**src/rtl/mdio_mgmt_pkg.sv**
```systemverilog
package mdio_mgmt_pkg;

    typedef enum logic [2:0] {
        ST_IDLE,
        ST_SYNC,
        ST_PREAMBLE,
        ST_HEADER,
        ST_TURN,
        ST_DATA
    } eng_state_t;

    localparam int FRAME_BITS = 64;
    localparam int PRE_LAST   = 31;
    localparam int HDR_LAST   = 45;
    localparam int TURN_LAST  = 47;

    localparam int OFS_MODE  = 'h40;
    localparam int OFS_ADDR  = 'h44;
    localparam int OFS_WDATA = 'h48;
    localparam int OFS_RDATA = 'h4C;
    localparam int OFS_CMD   = 'h50;

    localparam int MODE_EXT_BIT  = 8;
    localparam int CMD_START_BIT = 8;
    localparam int CMD_BUSY_BIT  = 16;

    typedef struct packed {
        logic       valid;
        logic       rd;
        logic [1:0] st;
        logic [1:0] op;
    } frame_ctl_t;

    function automatic frame_ctl_t decode_cmd(input logic ext, input logic [1:0] code);
        frame_ctl_t c;
        c = '0;
        if (!ext) begin
            c.st = 2'b01;
            unique case (code)
                2'd0: begin c.valid = 1'b1; c.rd = 1'b1; c.op = 2'b10; end
                2'd1: begin c.valid = 1'b1; c.op = 2'b01; end
                default: c.valid = 1'b0;
            endcase
        end else begin
            c.st = 2'b00;
            unique case (code)
                2'd0: begin c.valid = 1'b1; c.op = 2'b00; end
                2'd1: begin c.valid = 1'b1; c.op = 2'b01; end
                2'd2: begin c.valid = 1'b1; c.rd = 1'b1; c.op = 2'b11; end
                default: c.valid = 1'b0;
            endcase
        end
        return c;
    endfunction

endpackage

```
**src/rtl/mdio_mgmt_clkdiv.sv**
```systemverilog
module mdio_mgmt_clkdiv #(
    parameter int HALF_DIV = 25
) (
    input  logic clk,
    input  logic rst_n,
    output logic mdc,
    output logic rise_tick,
    output logic fall_tick
);
    localparam int CW = (HALF_DIV > 1) ? $clog2(HALF_DIV) : 1;
    localparam logic [CW-1:0] LAST = CW'(HALF_DIV - 1);

    logic [CW-1:0] div_cnt;
    logic          wrap;

    assign wrap      = (div_cnt == LAST);
    assign rise_tick = wrap && !mdc;
    assign fall_tick = wrap && mdc;

    always_ff @(posedge clk or negedge rst_n) begin
        if (!rst_n) begin
            div_cnt <= '0;
            mdc     <= 1'b0;
        end else if (wrap) begin
            div_cnt <= '0;
            mdc     <= ~mdc;
        end else begin
            div_cnt <= div_cnt + 1'b1;
        end
    end
endmodule

```
**src/rtl/mdio_mgmt_engine.sv**
```systemverilog
module mdio_mgmt_engine
    import mdio_mgmt_pkg::*;
(
    input  logic                  clk,
    input  logic                  rst_n,
    input  logic                  start,
    input  logic [FRAME_BITS-1:0] frame_word,
    input  logic                  rd_frame,
    input  logic                  rise_tick,
    input  logic                  fall_tick,
    input  logic                  mdio_i,
    output logic                  busy,
    output logic                  mdio_o,
    output logic                  mdio_oe,
    output logic                  rd_load,
    output logic [15:0]           rd_data
);
    localparam int CNT_W = $clog2(FRAME_BITS);

    eng_state_t state, nxt;
    logic [CNT_W-1:0]      bit_cnt;
    logic [FRAME_BITS-1:0] shreg;
    logic                  rd_mode;

    // state register
    always_ff @(posedge clk or negedge rst_n) begin
        if (!rst_n) state <= ST_IDLE;
        else        state <= nxt;
    end

    always_comb begin
        nxt = state;
        unique case (state)
            ST_IDLE:     if (start) nxt = ST_SYNC;
            ST_SYNC:     if (fall_tick) nxt = ST_PREAMBLE;
            ST_PREAMBLE: if (fall_tick && bit_cnt == CNT_W'(PRE_LAST)) nxt = ST_HEADER;
            ST_HEADER:   if (fall_tick && bit_cnt == CNT_W'(HDR_LAST)) nxt = ST_TURN;
            ST_TURN:     if (fall_tick && bit_cnt == CNT_W'(TURN_LAST)) nxt = ST_DATA;
            ST_DATA:     if (fall_tick && bit_cnt == CNT_W'(FRAME_BITS - 1)) nxt = ST_IDLE;
            default:     nxt = ST_IDLE;
        endcase
    end

    // shift datapath
    always_ff @(posedge clk or negedge rst_n) begin
        if (!rst_n) begin
            bit_cnt <= '0;
            shreg   <= '1;
            rd_mode <= 1'b0;
            rd_data <= '0;
        end else begin
            if (state == ST_IDLE && start) begin
                bit_cnt <= '0;
                shreg   <= frame_word;
                rd_mode <= rd_frame;
            end else if (fall_tick && state != ST_IDLE && state != ST_SYNC) begin
                bit_cnt <= bit_cnt + 1'b1;
                shreg   <= {shreg[FRAME_BITS-2:0], 1'b1};
            end
            if (rise_tick && state == ST_DATA)
                rd_data <= {rd_data[14:0], mdio_i};
        end
    end

    // outputs
    always_comb begin
        busy    = (state != ST_IDLE);
        mdio_oe = 1'b0;
        unique case (state)
            ST_PREAMBLE, ST_HEADER: mdio_oe = 1'b1;
            ST_TURN, ST_DATA:       mdio_oe = !rd_mode;
            default:                mdio_oe = 1'b0;
        endcase
        mdio_o  = mdio_oe ? shreg[FRAME_BITS-1] : 1'b1;
        rd_load = rd_mode && fall_tick && state == ST_DATA &&
                  bit_cnt == CNT_W'(FRAME_BITS - 1);
    end


    // mdio_change_on_fall_chk
    mdio_change_on_fall_chk: assert property (@(posedge clk) disable iff (!rst_n)
        (mdio_o != $past(mdio_o)) |-> $past(fall_tick));


    // oe_rise_on_fall_chk
    oe_rise_on_fall_chk: assert property (@(posedge clk) disable iff (!rst_n)
        $rose(mdio_oe) |-> ($past(fall_tick) && busy));


    // rd_load_ends_frame_chk
    rd_load_ends_frame_chk: assert property (@(posedge clk) disable iff (!rst_n)
        rd_load |=> !busy);
endmodule

```
**src/rtl/mdio_mgmt_master.sv**
```systemverilog
module mdio_mgmt_master
    import mdio_mgmt_pkg::*;
#(
    parameter int HALF_DIV = 25,
    parameter int REG_AW   = 8
) (
    input  logic              clk,
    input  logic              rst_n,
    input  logic              reg_wr,
    input  logic [REG_AW-1:0] reg_addr,
    input  logic [31:0]       reg_wdata,
    output logic [31:0]       reg_rdata,
    output logic              mdc,
    output logic              mdio_o,
    output logic              mdio_oe,
    input  logic              mdio_i
);
    logic        mode_ext;
    logic [4:0]  port_q, regn_q;
    logic [15:0] wdata_q, rdata_q;
    logic        rise_tick, fall_tick, busy, start, rd_load, cmd_wr;
    logic [15:0] rd_data;
    frame_ctl_t  ctl;
    logic [FRAME_BITS-1:0] frame_word;
    logic        wdata_unused;

    assign wdata_unused = ^reg_wdata[31:16];

    assign cmd_wr = reg_wr && reg_addr == REG_AW'(OFS_CMD);
    assign ctl    = decode_cmd(mode_ext, reg_wdata[1:0]);
    assign start  = cmd_wr && reg_wdata[CMD_START_BIT] && ctl.valid && !busy;
    assign frame_word = {32'hFFFF_FFFF, ctl.st, ctl.op, port_q, regn_q, 2'b10, wdata_q};

    always_ff @(posedge clk or negedge rst_n) begin
        if (!rst_n) begin
            mode_ext <= 1'b0;
            port_q   <= '0;
            regn_q   <= '0;
            wdata_q  <= '0;
            rdata_q  <= '0;
        end else begin
            if (reg_wr && reg_addr == REG_AW'(OFS_MODE)) mode_ext <= reg_wdata[MODE_EXT_BIT];
            if (reg_wr && reg_addr == REG_AW'(OFS_ADDR)) begin
                port_q <= reg_wdata[12:8];
                regn_q <= reg_wdata[4:0];
            end
            if (reg_wr && reg_addr == REG_AW'(OFS_WDATA)) wdata_q <= reg_wdata[15:0];
            if (rd_load) rdata_q <= rd_data;
        end
    end

    always_comb begin
        reg_rdata = '0;
        if (reg_addr == REG_AW'(OFS_MODE)) reg_rdata[MODE_EXT_BIT] = mode_ext;
        if (reg_addr == REG_AW'(OFS_ADDR)) begin
            reg_rdata[12:8] = port_q;
            reg_rdata[4:0]  = regn_q;
        end
        if (reg_addr == REG_AW'(OFS_WDATA)) reg_rdata[15:0] = wdata_q;
        if (reg_addr == REG_AW'(OFS_RDATA)) reg_rdata[15:0] = rdata_q;
        if (reg_addr == REG_AW'(OFS_CMD))   reg_rdata[CMD_BUSY_BIT] = busy;
    end

    mdio_mgmt_clkdiv #(.HALF_DIV(HALF_DIV)) clkdiv_i (
        .clk(clk), .rst_n(rst_n), .mdc(mdc),
        .rise_tick(rise_tick), .fall_tick(fall_tick)
    );

    mdio_mgmt_engine engine_i (
        .clk(clk), .rst_n(rst_n), .start(start), .frame_word(frame_word),
        .rd_frame(ctl.rd), .rise_tick(rise_tick), .fall_tick(fall_tick),
        .mdio_i(mdio_i), .busy(busy), .mdio_o(mdio_o), .mdio_oe(mdio_oe),
        .rd_load(rd_load), .rd_data(rd_data)
    );


    // start_sets_busy_chk
    start_sets_busy_chk: assert property (@(posedge clk) disable iff (!rst_n)
        start |=> busy);


    // busy_only_from_start_chk
    busy_only_from_start_chk: assert property (@(posedge clk) disable iff (!rst_n)
        $rose(busy) |-> $past(cmd_wr));


    // bad_code_idle_chk
    bad_code_idle_chk: assert property (@(posedge clk) disable iff (!rst_n)
        (cmd_wr && !busy && !ctl.valid) |=> !busy);


    // rdata_loaded_chk
    rdata_loaded_chk: assert property (@(posedge clk) disable iff (!rst_n)
        rd_load |=> (rdata_q == $past(rd_data)));


    // mdc_rise_tick_chk
    mdc_rise_tick_chk: assert property (@(posedge clk) disable iff (!rst_n)
        $rose(mdc) |-> $past(rise_tick));
endmodule

```
**config.mk**
```make
export PLATFORM = sky130hd
export DESIGN_NAME = mdio_mgmt_master
export DESIGN_NICKNAME = d
export VERILOG_FILES = /design/src/rtl/mdio_mgmt_pkg.sv /design/src/rtl/mdio_mgmt_clkdiv.sv /design/src/rtl/mdio_mgmt_engine.sv /design/src/rtl/mdio_mgmt_master.sv
export SDC_FILE = /design/constraint.sdc
export NUM_CORES = 1
export LEC_CHECK = 0
export CELL_PAD_IN_SITES_DETAIL_PLACEMENT = 1
export CELL_PAD_IN_SITES_GLOBAL_PLACEMENT = 1
export CORE_ASPECT_RATIO = 0.8
export CORE_MARGIN = 2
export CORE_UTILIZATION = 38
export CTS_BUF_LIST = sky130_fd_sc_hd__clkbuf_2 sky130_fd_sc_hd__clkbuf_4 sky130_fd_sc_hd__clkbuf_8
export CTS_CLUSTER_DIAMETER = 60
export DETAILED_ROUTE_END_ITERATION = 10
export DONT_BUFFER_PORTS = 1
export GPL_TIMING_DRIVEN = 0
export PLACE_DENSITY = 0.67
export SLEW_MARGIN = 25
export SYNTH_ARGS = -nofsm -noshare
export SYNTH_HDL_FRONTEND = slang
export SYNTH_HIERARCHICAL = 1
export SYNTH_SLANG_ARGS = --single-unit
```
**constraint.sdc**
```tcl
create_clock -name clk -period 7.36 [get_ports clk]
set_input_delay 1.104 -clock clk [delete_from_list [all_inputs] [get_ports clk]]
set_output_delay 1.104 -clock clk [all_outputs]
set_load 0.005 [all_outputs]
```
==> flow_results.org, run 1 <==
** STA
- The count of final max-slew check failures came to 0.
- Final worst-path cycle share :: 46.8%
- Setup total negative slack on the finished layout was measured at 0 ns.
- Static timing analysis puts the maximum clock frequency at 290 MHz.
- At the pin with the least slew margin, the transition time is 0.810 ns.
- Unrepaired setup endpoints after global routing :: false
- Headroom to the max-slew limit came out at 45.6%.
- Hold is met by 0.346 ns.
- Max Clock Skew :: 0.0109 ns
- Final period demand of the worst path :: 3.45 ns
- Total count of hold-check failures in the final report :: 0
- Setup-violating endpoint count in the final report :: 0

** Cells and area
- Nets :: 715
- Cells with a size suffix above 1 make up 31.3% of the layout.
- Area delta synth->final :: 12.4%
- Antenna diode count :: 0
- Once layout is complete, the utilization of the core stands at 44.1%.

** Synthesis
- In the post-synthesis netlist, the cell with the most instances is sky130_fd_sc_hd__nand2_1.
- Summed over all instances, the cell type with the most area after synthesis is sky130_fd_sc_hd__dfrtp_1.
- Portion of synthesized cell area occupied by the leading cell type :: 27.3%
- Counting flops and latches in the post-synthesis netlist gives 139.
- Summed instance area of the synthesized netlist :: 0.00686 mm2
- A synthesized cell averages 11.6 um2.
- Sequential-to-total area share from yosys stat :: 51.9%
- Number of enable flip-flop cells after synthesis :: 0
- Syn. warnings :: 6
- Synthesized netlist cell count :: 594
- In the synthesized netlist the dominant register cell turns out to be sky130_fd_sc_hd__dfrtp_1.
- Counting flops with an async set or reset pin after synthesis yields a share of 100%.
- Top cell types by occurrence after synthesis :: sky130_fd_sc_hd__nand2_1, sky130_fd_sc_hd__dfrtp_1, sky130_fd_sc_hd__mux2i_1, sky130_fd_sc_hd__mux2_2, sky130_fd_sc_hd__dfstp_2
- The number of different library cells used by synthesis comes to 50.
- Leading post-synthesis cells by cell area :: sky130_fd_sc_hd__dfrtp_1, sky130_fd_sc_hd__dfstp_2, sky130_fd_sc_hd__mux2_2, sky130_fd_sc_hd__mux2i_1, sky130_fd_sc_hd__nand2_1

** Die
- The core region is 0.0175 mm2.
- Number of top-level pins :: 79
- Die width :: 154 um
- Number of rows created at floorplan :: 43
- For this configuration, the core starts out at a cell density of 39.2%.
- In this run the vertical extent of the chip is 124 um.
- Full die area :: 0.0192 mm2

** Worst hold path
- Hold crit path type :: in -> async

** Setup path
- For this run, the slowest stage of the critical path takes 0.47 ns.
- The startpoint identified for the worst register-to-register timing path is clkdiv_i/div_cnt[0].
- Among all stages on the critical path, the largest delay is contributed by sky130_fd_sc_hd__or3b_1.
- Maximum fanout along the worst path :: 10
- Startpoint Class :: input pin
- Worst setup slack for register-to-register paths :: 4.28 ns
- STA puts the critical path data required time at 6.26 ns.
- Worst Reg2Reg Path Length in Cells :: 10
- CP Launch Point :: reg_addr[4]
- Signal arrival time at the worst endpoint :: 2.34 ns
- Crit path capture type :: primary output
- End of the worst register-to-register path :: rdata_q[4]
- Worst-path cell chain :: or3b_1 -> or2_2 -> clkbuf_1 -> nor2_1
- The worst setup path is of the in -> out kind.
- The critical path ends at reg_rdata[10].

** Route
- Drt first-iter violations :: 221
- Number of design rule violations left after detail routing :: 0
- Dividing the detail-routed via count by the number of cells gives 4.99.
- Antenna viol nets, final :: 0
- Total number of vias :: 4482
- The first TritonRoute pass finished after 4 iterations.
- After detailed routing, the average wire length per cell comes to 17.7 um.
- The routed design has 15900 um of wire.

** Clock tree
- CTS Hold Bufs :: 0
- The clock tree synthesis step divided the H-tree into 4 levels.
- TritonCTS built the clock tree.
- In this run, CTS created clock tree buffers numbering 17.
- Clock-pin transition on the worst setup and hold timing paths :: 0.08 ns
- Once the clock tree was built, the resizer swapped 0 gates to a different size.
- Max clock buf depth :: 2
- At the later pin of the worst-skew pair, clock insertion delay measures 0.45 ns.
- After clock tree synthesis, the setup repair step added 0 buffers.
- Number of clock sinks :: 139
- Root buffer cell :: sky130_fd_sc_hd__clkbuf_8

** Place
- Final HPWL from detailed placement :: 11500 um
- Routability-driven placement finished with a final weighted congestion of 0.819.
- In this run the tool buffered the top-level ports with 0 buffer cells.

** Power
- LEAKAGE :: 3.22 nW
- Power spread over the standard cell area amounts to 185 mW/mm2.
- Max rail drop VDD :: 0.113 mV

** GRT
- Via count of the first global-routing pass :: 4988
- Largest net degree at the start of global routing :: 140
- Number of antenna violations at the first check in global routing :: 0
- Global-route wire length before repair :: 26500 um
- Global routing used 17.7% of the available tracks across all layers.
- GRT overflow :: 0

** Job
- Max_cap viols :: 0

** Run status
- The run finished with clean final reports.
==> sequential cells by signal (all words and copies together) (netlist names) <==
name and cells:
engine_i/rd_data 16, port_q 5, rdata_q 16, engine_i/rd_mode 1, engine_i/state 3, mode_ext 1
wdata_q 16, engine_i/bit_cnt 6, engine_i/shreg 64, regn_q 5, clkdiv_i/mdc 1, clkdiv_i/div_cnt 5
==> layout make-up <==
class,count,area (um2)
clock buffer,17,234
inverter,11,41.3
multi-input combinational,443,3090
tap,225,282
fill,1884,9770
clock inverter,15,154
buffer,49,353
sequential,139,3560
==> routing by layer <==
layer	vias up	GRT usage [%]	share of wire, %
li1	2144	-	-
met1	2270	23.5	48
met2	53	28.6	48
met3	15	4.15	3.0
met4	0	6.05	1.4
met5	-	0	0
==> how the worst min path moves through the flow <==
stage,from,endpoint,slack (ns),cells after the start
6_report,rst_n,engine_i/bit_cnt[5],0.35,0
5_1_grt,rst_n,engine_i/bit_cnt[5],0.31,0
4_1_cts,rst_n,engine_i/rd_data[14],0.30,0
3_5_place_dp,engine_i/shreg[38],engine_i/shreg[38],0.46,2
3_3_place_gp,engine_i/shreg[38],engine_i/shreg[38],0.46,2
2_1_floorplan,engine_i/shreg[38],engine_i/shreg[38],0.45,2
==> cell usage in the layout (no fill, tap or decap), types with 5 or more instances in the layout <==
cell,instances
sky130_fd_sc_hd__inv_1,11
sky130_fd_sc_hd__dfstp_2,64
sky130_fd_sc_hd__nand3_1,10
sky130_fd_sc_hd__nor2_1,19
sky130_fd_sc_hd__mux2_2,67
sky130_fd_sc_hd__a22oi_1,10
sky130_fd_sc_hd__o21ai_1,60
sky130_fd_sc_hd__ha_1,10
sky130_fd_sc_hd__clkbuf_1,7
sky130_fd_sc_hd__conb_1,50
sky130_fd_sc_hd__o21ai_0,13
sky130_fd_sc_hd__nand2_1,80
sky130_fd_sc_hd__dfrtp_1,75
sky130_fd_sc_hd__mux2i_1,70
sky130_fd_sc_hd__buf_6,8
sky130_fd_sc_hd__inv_6,7
sky130_fd_sc_hd__clkbuf_8,17
sky130_fd_sc_hd__buf_4,27
sky130_fd_sc_hd__a21oi_1,5
==> critical path: cells and delay by family <==
kind	cells	cell delay, ns
buffers and inverters	1	0.22
AND/OR/NAND/NOR	3	1.02
==> where the power goes <==
part | switching (mW) | total, mW | internal, mW
Sequential | 0.00937 | 0.782 | 0.773
Combinational | 0.0167 | 0.0350 | 0.0184
Clock | 0.333 | 0.612 | 0.279
Total | 0.359 | 1.43 | 1.07
==> cell families (layout without fill, tap and decap cells) <==
family          count (synthesis)  after routing  synth area share (%)
other cells                     2             50                 0.109
compound gates                 96             96                  7.71
mux                           141            141                  22.0
simple gates                  142            142                  10.2
flops                         139            139                  51.9
buf+inv                        60             92                  5.74
fa+ha+maj                      10             10                  1.82
xor+xnor                        4              4                 0.511
==> metrics by stage <==
stage | instance area (um2) | total power, mW | setup WS (ns) | instances
floorplan | 7040 | 0.820 | 4.09 | 642
global placement | 7320 | 0.828 | 3.73 | 867
detailed placement | 7320 | 0.829 | 3.65 | 867
CTS | 7710 | 1.45 | 3.90 | 899
global route | 7710 | 1.49 | 3.82 | 899
finish | 7710 | 1.43 | 3.91 | 899
Power figures use the tool's default switching activity.
==> run 2, diff against run 1 <==
--- a/config.mk
+++ b/config.mk
@@ -5,6 +5,7 @@
 export SDC_FILE = /design/constraint.sdc
 export NUM_CORES = 1
 export LEC_CHECK = 0
+export ABC_AREA = 1
 export CELL_PAD_IN_SITES_DETAIL_PLACEMENT = 1
 export CELL_PAD_IN_SITES_GLOBAL_PLACEMENT = 1
 export CORE_ASPECT_RATIO = 0.8
@@ -15,7 +16,7 @@
 export DETAILED_ROUTE_END_ITERATION = 10
 export DONT_BUFFER_PORTS = 1
 export GPL_TIMING_DRIVEN = 0
-export PLACE_DENSITY = 0.67
+export PLACE_DENSITY = 0.71
 export SLEW_MARGIN = 25
 export SYNTH_ARGS = -nofsm -noshare
 export SYNTH_HDL_FRONTEND = slang
==> constraint.sdc (replaced) <==
create_clock -name clk -period 2.78 [get_ports clk]
set_input_delay 0.417 -clock clk [delete_from_list [all_inputs] [get_ports clk]]
set_output_delay 0.417 -clock clk [all_outputs]
set_load 0.005 [all_outputs]
==> run 2 against run 1 <==
Global-route usage increased by 0.33 points. Routed wire length grew 4.5%. Flip-flop and latch count did not move. Worst setup slack lost 3.6 ns. Non-clock buffer count did not move. The run now ends with negative hold slack left. Register-to-register slack worse by 4.0 ns. Synthesized area up 5.3%. Critical endpoint is now rdata_q[8]. Critical path depth is 8 higher. Synthesized cell count increased by 24%.
==> flow_results.org, run 2 <==
** Setup path
- The length in cells of the worst reg-to-reg path was 12 (+2).
- The largest fanout of any net on the critical path came to 10 (unchanged).
- CP Class :: reg -> reg
- Startpoint Class :: flop
- STA classifies the critical path endpoint as a flop.
- The sum of buffers and inverters on the critical path is 3 (+2).
- Kind of cell adding the most delay to the critical path :: simple AND/OR/NAND/NOR gates
- Req. time, crit path :: 3.12 ns (-3.14 ns)
- In this run the critical register-to-register path is launched from clkdiv_i/div_cnt[0].
- The most critical setup path has its endpoint at rdata_q[8].
- By instance count, the cell type seen most on the critical path is sky130_fd_sc_hd__nand2_1.
- Logic depth of the worst setup path including buffers :: 12 (+8)
- Worst-path cell chain :: inv_1 -> ha_1 -> nand2_1 -> inv_1 -> nand2_2 -> nor2_2 -> nand2_1 -> nor2_1 -> nand2_1 -> nor3_4 -> clkbuf_4 -> mux2_2
- The worst register-to-register path ends at rdata_q[8].
- CP Launch Point :: clkdiv_i/div_cnt[0]
- The stage delay of the slowest cell on the critical path was 0.42 ns (-0.05 ns).
- Worst setup slack for register-to-register paths :: 0.27 ns (-4.01 ns)
- Worst path slowest cell :: sky130_fd_sc_hd__dfrtp_1
- The arrival time of the worst setup path came to 2.85 ns (+0.51 ns).

** Synthesis
- Count of different cell masters after synthesis :: 36 (-28%)
- Proportion of register bits with asynchronous set or reset after synthesis :: 100% (unchanged)
- Top cell types by occurrence after synthesis :: sky130_fd_sc_hd__nand2_1, sky130_fd_sc_hd__inv_1, sky130_fd_sc_hd__dfrtp_1, sky130_fd_sc_hd__dfstp_2, sky130_fd_sc_hd__o221ai_2
- Synthesized netlist cell count :: 736 (+24%)
- The top-area cell type share of the netlist area is 26.0% (-1.4 points).
- sky130_fd_sc_hd__dfrtp_1 takes more of the synthesized area than any other cell.
- The number of warning messages in the yosys log was 6 (unchanged).
- The netlist area before placement came to 0.00723 mm2 (+5.3%).
- Most instantiated library cell after synthesis :: sky130_fd_sc_hd__nand2_1
- Post-Syn Area per Cell :: 9.82 um2 (-15%)
- The sequential-to-total area share from yosys stat was 49.2% (-2.6 points).
- Synthesized flop and latch total :: 139 (unchanged)
- Leading post-synthesis cells by cell area :: sky130_fd_sc_hd__dfrtp_1, sky130_fd_sc_hd__dfstp_2, sky130_fd_sc_hd__o221ai_2, sky130_fd_sc_hd__nand2_1, sky130_fd_sc_hd__inv_1
- Most used flip-flop cell after synthesis :: sky130_fd_sc_hd__dfrtp_1
- The number of flops mapped to enable cells by yosys is 0 (unchanged).

** Die
- Full die area :: 0.0201 mm2 (+5.1%)
- Die height :: 127 um (+2.5%)
- Effective utilization at floorplan :: 38.4% (-0.82 points)
- The area of the core region was 0.0188 mm2 (+7.5%).
- Number of rows created at floorplan :: 45 (+4.7%)
- The number of top-level pins was 79 (unchanged).
- Die width :: 158 um (+2.6%)

** Clock tree
- Clock latency on the worst-skew pair :: 0.46 ns (about the same)
- The deepest clock path buffer count came to 2 (unchanged).
- TritonCTS built the clock tree.
- CTS HTree Levels :: 4 (unchanged)
- The clock transition at the registers of the reported paths is 0.10 ns (+0.02 ns).
- Clock buffer count from CTS :: 17 (unchanged)
- Number of clock sinks :: 139 (unchanged)
- Root buffer cell :: sky130_fd_sc_hd__clkbuf_8

** Run status
- The flow ran to the end, but the final reports show violations.
- Failing checks :: negative hold slack

** Cells and area
- The share of post-route cells with drive strength above 1 came to 30.5% (-0.79 points).
- Compared with the post-synthesis result, the final layout area differs by 12.8%.
- Final non-filler cell area :: 0.00815 mm2 (+5.7%)
- Antenna diode count :: 0 (unchanged)
- The final net count is 857 (+20%).
- Seq. cell area :: 0.00356 mm2 (unchanged)
- Top register by number of flip-flops :: engine_i/shreg
- Flip-flop count of the largest register after layout :: 64 (unchanged)
- Commonest non-fill, non-tap cell in the layout :: sky130_fd_sc_hd__nand2_1
- FILL cells :: 2214 (+18%)
- The multi-input logic area was 0.00302 mm2 (-2.3%).
- In the layout the commonest cells are sky130_fd_sc_hd__nand2_1, sky130_fd_sc_hd__inv_1, sky130_fd_sc_hd__dfrtp_1.

** Power
- The power density relative to cell area was 488 mW/mm2 (+160%).
- The power after layout came to 3.98 mW (+180%).
- LEAKAGE :: 4.10 nW (+27%)
- Max rail drop VDD :: 0.264 mV (+130%)

** GRT
- Global-route wire length before repair :: 28000 um (+5.9%)
- The initial antenna violation count was 0 (unchanged).
- Largest net degree at the start of global routing :: 140 (unchanged)
- The via count of the first global-routing pass was 5352 (+7.3%).
- The overflow left after global routing was 0 (unchanged).
- Overall routing resource usage :: 18.0% (+0.33 points)

** STA
- Slew Limit Headroom :: 66.6% (+21 points)
- Min Hold Slack :: -0.336 ns (-0.682 ns)
- Max Clk Rate :: 399 MHz
- Setup-violating endpoint count in the final report :: 0 (unchanged)
- Total count of hold-check failures in the final report :: 139 (+139)
- Unrepaired setup endpoints after global routing :: false
- Dividing the final minimum period by the clock period gives 90.1%.
- The transition time at the pin with the least slew margin was 0.501 ns (-0.309 ns).
- Counting I/O delays and the setup requirement, the final critical path takes 2.51 ns.
- The count of final max-slew check failures was 0 (unchanged).
- Max Clock Skew :: 0.0188 ns (+0.00794 ns)

** Place
- Final HPWL from detailed placement :: 11800 um (+2.3%)
- Number of buffers added on ports :: 0 (unchanged)
- The area after detailed placement was 0.00773 mm2 (+5.5%).
- The routability congestion estimate from global placement is 0.786 (-4.1%).

** Route
- The average wire length per cell after detail routing came to 15.4 um (-12%).
- Routed wire length :: 16600 um (+4.5%)
- The violation count after the first detailed-routing iteration is 194 (-12%).
- The DRC violation count after routing was 0 (unchanged).
- Total number of vias :: 5075 (+13%)
- Antenna viol nets, final :: 0 (unchanged)
- The first-pass iteration count of the detailed router is 6 (+2).
- DR vias/cell :: 4.73 (-5.2%)

** Worst hold path
- The worst hold path belongs to the class in -> async.

** Job
- Max_cap viols :: 0 (unchanged)
## run 2: per-layer routing
layer  vias up  part of all wire, %  global-route usage (%)  wire (um)
met2        56                   46                    27.9       7670
li1       2496                    -                       -          -
met5         -                    0                       0          0
met4         0                 0.95                    4.35        157
met1      2513                   47                    24.4       7860
met3        10                  5.4                    6.34        902
## run 2: how the worst min path moves through the flow
stage | from | to | slack (ns) | cells after the start
floorplan | rst_n | clkdiv_i/div_cnt[0] | 0.12 | 0
global route | rst_n | clkdiv_i/mdc | -0.37 | 0
detailed placement | rst_n | engine_i/bit_cnt[0] | 0.13 | 0
global placement | rst_n | engine_i/bit_cnt[1] | 0.13 | 0
finish | rst_n | engine_i/bit_cnt[5] | -0.34 | 0
CTS | rst_n | clkdiv_i/div_cnt[1] | -0.40 | 0
## run 2: power by group
part           internal [mW]  switching (mW)
Combinational         0.0609          0.0892
Sequential              2.09          0.0280
Clock                  0.764           0.951
## run 2: cells by family (layout without fill, tap and decap cells)
kind of cell / count (synthesis) / after routing / share of synthesized area [%]
AND/OR/NAND/NOR: 270 / 270 / 16.7
AO/OA/AOI/OAI: 121 / 121 / 16.3
other: 2 / 50 / 0.104
flip-flops: 139 / 139 / 49.2
XOR/XNOR: 2 / 2 / 0.242
adder cells (fa/ha/maj): 10 / 10 / 1.73
buffers and inverters: 168 / 200 / 11.7
multiplexers: 24 / 24 / 4.05
## run 2: worst reg2reg max path, cell delays in order (launching register included)
cell and delay [ns]:
sky130_fd_sc_hd__dfrtp_1 0.42, sky130_fd_sc_hd__inv_1 0.07, sky130_fd_sc_hd__ha_1 0.14, sky130_fd_sc_hd__nand2_1 0.05, sky130_fd_sc_hd__inv_1 0.08, sky130_fd_sc_hd__nand2_2 0.10
sky130_fd_sc_hd__nor2_2 0.26, sky130_fd_sc_hd__nand2_1 0.11, sky130_fd_sc_hd__nor2_1 0.10, sky130_fd_sc_hd__nand2_1 0.12, sky130_fd_sc_hd__nor3_4 0.28, sky130_fd_sc_hd__clkbuf_4 0.30
sky130_fd_sc_hd__mux2_2 0.35
## run 2: area by class of cell
cell class / instances / area share [%]
well taps: 258 / 3.96
multi-input cells: 477 / 37.0
clock inverters: 15 / 2.07
flip-flops and latches: 139 / 43.7
plain buffers: 49 / 4.84
clock buffers: 17 / 2.87
inverters: 119 / 5.54
## run 2: through the flow
| step | worst slack [ns] | util [%] | cells | hold WS (ns) | TNS (ns) |
|---|---|---|---|---|---|
| 2_1_floorplan | 0.509 | - | 784 | 0.121 | 0 |
| 3_3_place_gp | -0.249 | 41.1 | 1042 | 0.134 | -2.15 |
| 3_5_place_dp | -0.302 | 41.1 | 1042 | 0.134 | -3.09 |
| 4_1_cts | 0.0765 | 43.3 | 1074 | -0.400 | 0 |
| 5_1_grt | 0.0232 | 43.3 | 1074 | -0.372 | 0 |
| 6_report | 0.274 | 43.3 | 1074 | -0.336 | 0 |
## run 2: what timing repair did
| item | 4_1_cts | 5_1_grt |
|---|---|---|
| endpoints found under the hold margin | 139 | 139 |
| setup buffers | 0 | 0 |
| setup endpoints to repair | 14 | 8 |
| pin swaps | 0 | 0 |
| gates cloned | 0 | 0 |
| gates resized for setup | 2 | 2 |
==> run 3, diff against run 2 <==
--- a/config.mk
+++ b/config.mk
@@ -16,7 +16,7 @@
 export DETAILED_ROUTE_END_ITERATION = 10
 export DONT_BUFFER_PORTS = 1
 export GPL_TIMING_DRIVEN = 0
-export PLACE_DENSITY = 0.71
+export PLACE_DENSITY = 0.73
 export SLEW_MARGIN = 25
 export SYNTH_ARGS = -nofsm -noshare
 export SYNTH_HDL_FRONTEND = slang
==> run 3 against run 2 <==
The run still ends with negative hold slack left. Utilization rose by 0.14 points. Register-to-register slack got worse by 0.04 ns. Hold slack improved by 0.0059 ns. Worst setup slack got worse by 0.035 ns. Non-clock buffer count unchanged. Critical path depth unchanged. Critical path type unchanged. Largest power group unchanged.
==> flow_results.org, run 3 (synthesized netlist as in run 2, its figures left out) <==
** Power
- Comb power frac :: 3.7% (about the same)
- The maximum vdd ir drop came to 0.335 mV (+27%).
- The cell-internal power was 3.00 mW (+3.0%).
- The net switching power was 1.05 mW (-1.7%).
- Cell Pwr Density :: 495 mW/mm2 (+1.4%)
- The leakage component of the power is 4.11 nW (+0.25%).
- The power after layout was 4.05 mW (+1.8%).
- The proportion of total power due to net switching was 25.9% (-0.92 points).
- Portion of total power attributed to the clock network :: 44.1% (+1.0 points)
- The fraction of power consumed by sequential logic is 52.2% (-0.9 points).

** STA
- The final hold slack is -0.330 ns (+0.00587 ns).
- The count of final max-slew check failures was 0 (unchanged).
- The number of hold violations in the final report is 139 (unchanged).
- Max Clock Skew :: 0.0155 ns (-0.00328 ns)
- The final worst slack came to 0.239 ns (-0.0350 ns).
- The final setup violation count was 0 (unchanged).
- The summed negative setup slack over all endpoints came to 0 ns (unchanged).
- Final period demand of the worst path :: 2.54 ns (+0.0350 ns)
- Final worst-path cycle share :: 91.4% (+1.3 points)
- Setup repair after global routing left no endpoint under its margin.
- The highest achievable clock rate came to 394 MHz (-1.4%).

** Clock tree
- The number of clock sinks seen by CTS came to 139 (unchanged).
- CTS HTree Levels :: 4 (unchanged)
- Root buffer cell :: sky130_fd_sc_hd__clkbuf_8
- The total clock buffers created by CTS is 17 (unchanged).
- The deepest clock path buffer count is 2 (unchanged).
- Clock latency on the worst-skew pair :: 0.45 ns (about the same)
- TritonCTS built the clock tree.
- The number of setup buffers added after CTS was 0 (unchanged).
- The clock transition at the registers of the reported paths is 0.10 ns (about the same).

** Setup path
- Crit path capture type :: flop
- Worst path slowest cell :: sky130_fd_sc_hd__dfrtp_1
- The setup slack on the worst flop-to-flop path came to 0.24 ns (-0.04 ns).
- The worst setup path is launched from a flop.
- The arrival time of the worst setup path was 2.88 ns (+0.03 ns).
- The critical path goes through inv_1 -> ha_1 -> nand2_1 -> inv_1 -> nand2_2 -> nor2_2 -> nand2_1 -> nor2_1 -> nand2_1 -> nor3_4 -> clkbuf_4 -> mux2_2.
- The required time of the worst setup path was 3.12 ns (about the same).
- Worst Reg2Reg Path Length in Cells :: 12 (unchanged)
- The critical path is of the reg -> reg type.
- The stage delay of the slowest cell on the critical path is 0.42 ns (about the same).
- Most frequent cell on the critical path :: sky130_fd_sc_hd__nand2_1
- Maximum fanout along the worst path :: 10 (unchanged)

** GRT
- The met3 global-route usage was 5.80% (-0.54 points).
- The global-route wire length before repair came to 27500 um (-1.9%).
- Largest net degree at the start of global routing :: 140 (unchanged)
- Number of antenna violations at the first check in global routing :: 0 (unchanged)
- Most crowded layer after global routing :: met2
- GRT overflow :: 0 (unchanged)
- GRT met2 Usage :: 28.6% (+0.72 points)
- The met1 track demand over resource came to 22.7% (-1.7 points).
- The via count of the first global-routing pass was 5359 (+0.13%).
- Overall routing resource usage :: 17.6% (-0.49 points)

** Route
- Wirelength per Cell :: 15.3 um (-0.98%)
- The violation count after the first detailed-routing iteration came to 305 (+57%).
- The DRC violation count after routing came to 0 (unchanged).
- Total number of vias :: 5122 (+0.93%)
- Number of detailed-routing iterations run before antenna repair :: 4 (-2)
- The remaining number of nets flagged by the antenna check after routing came to 0 (unchanged).
- The vias per cell was 4.77 (+0.93%).
- The total wire length after detailed routing came to 16400 um (-0.98%).

** Run status
- The final reports fail on negative hold slack.
- The flow ran to the end, but the final reports show violations.

** Place
- Number of buffers added on ports :: 0 (unchanged)
- Routability cong. :: 0.820 (+4.3%)
- DP Worst Slack :: -0.313 ns (-0.0108 ns)
- Final HPWL from detailed placement :: 11700 um (-0.63%)

** Die
- Number of top-level pins :: 79 (unchanged)
- The area of the die is 0.0201 mm2 (unchanged).
- Number of rows created at floorplan :: 45 (unchanged)
- Effective utilization at floorplan :: 38.4% (unchanged)
- The vertical die dimension came to 127 um (unchanged).
- The area of the core region was 0.0188 mm2 (unchanged).
- Die width :: 158 um (unchanged)

** Cells and area
- The share of post-route cells with drive strength above 1 is 30.5% (unchanged).
- Area delta synth->final :: 13.1%
- The final net count was 857 (unchanged).
- Antenna diode count :: 0 (unchanged)
- Most frequent cells in the layout :: sky130_fd_sc_hd__nand2_1, sky130_fd_sc_hd__inv_1, sky130_fd_sc_hd__dfrtp_1
- More flip-flops sit in one register than any other, and that register is engine_i/shreg.
- The number of flip-flops under the largest register name was 64 (unchanged).
- Leaving out fill and tap cells, the most frequent cell in the layout is sky130_fd_sc_hd__nand2_1.

** Worst hold path
- Hold crit path type :: in -> async

** Job
- The number of max-cap violations is 0 (unchanged).
==> run 3: path summary, 6_finish.rpt <==
check,startpoint,to
hold / removal,rst_n,wdata_q[4]
max in group asynchronous,rst_n,engine_i/shreg[9]
min in group clk,reg_wdata[14],wdata_q[14]
setup / recovery,clkdiv_i/div_cnt[0],rdata_q[1]
hold reg to reg,clkdiv_i/div_cnt[0],clkdiv_i/div_cnt[0]
setup reg to reg,clkdiv_i/div_cnt[0],rdata_q[1]
==> run 3: cell type report <==
| type | instances | area, um2 |
|---|---|---|
| fillers | 2179 | 10600 |
| plain buffers | 49 | 394 |
| clock inverters | 15 | 195 |
| clock buffers | 17 | 234 |
| multi-input cells | 477 | 3020 |
| inverters | 119 | 452 |
| well taps | 258 | 323 |
| flip-flops and latches | 139 | 3560 |
==> run 3: routing by layer <==
layer	share of wire (%)	wire length, um
met5	0	0
met3	5.4	891
met1	46	7520
met2	48	7890
met4	0.80	131
==> run 3: critical path: cells and delay by family, from the launching register on <==
family | cells | cell delay, ns
buffers and inverters | 3 | 0.45
multiplexers | 1 | 0.35
flip-flops | 1 | 0.42
adder cells (fa/ha/maj) | 1 | 0.13
AND/OR/NAND/NOR | 7 | 1.05
==> run 3: per-stage QoR <==
step	utilization [%]	hold slack [ns]	cell area, um2	std cells
floorplan	-	0.121	7410	784
global placement	41.1	0.137	7730	1042
detailed placement	41.1	0.134	7730	1042
CTS	43.4	-0.381	8170	1074
global route	43.5	-0.386	8180	1074
finish	43.5	-0.330	8180	1074
==> run 3: power by group through the flow <==
stage	sequential, mW	combinational [mW]	clock [mW]
CTS	2.12	0.149	1.85
finish	2.11	0.150	1.79
global route	2.12	0.171	1.94
floorplan	2.14	0.126	0
global placement	2.15	0.143	0
detailed placement	2.15	0.148	0
==> run 3: repair_timing <==
action,CTS,global route
hold endpoints to repair,139,139
endpoints found under the setup margin,14,8
gates resized for setup,2,2
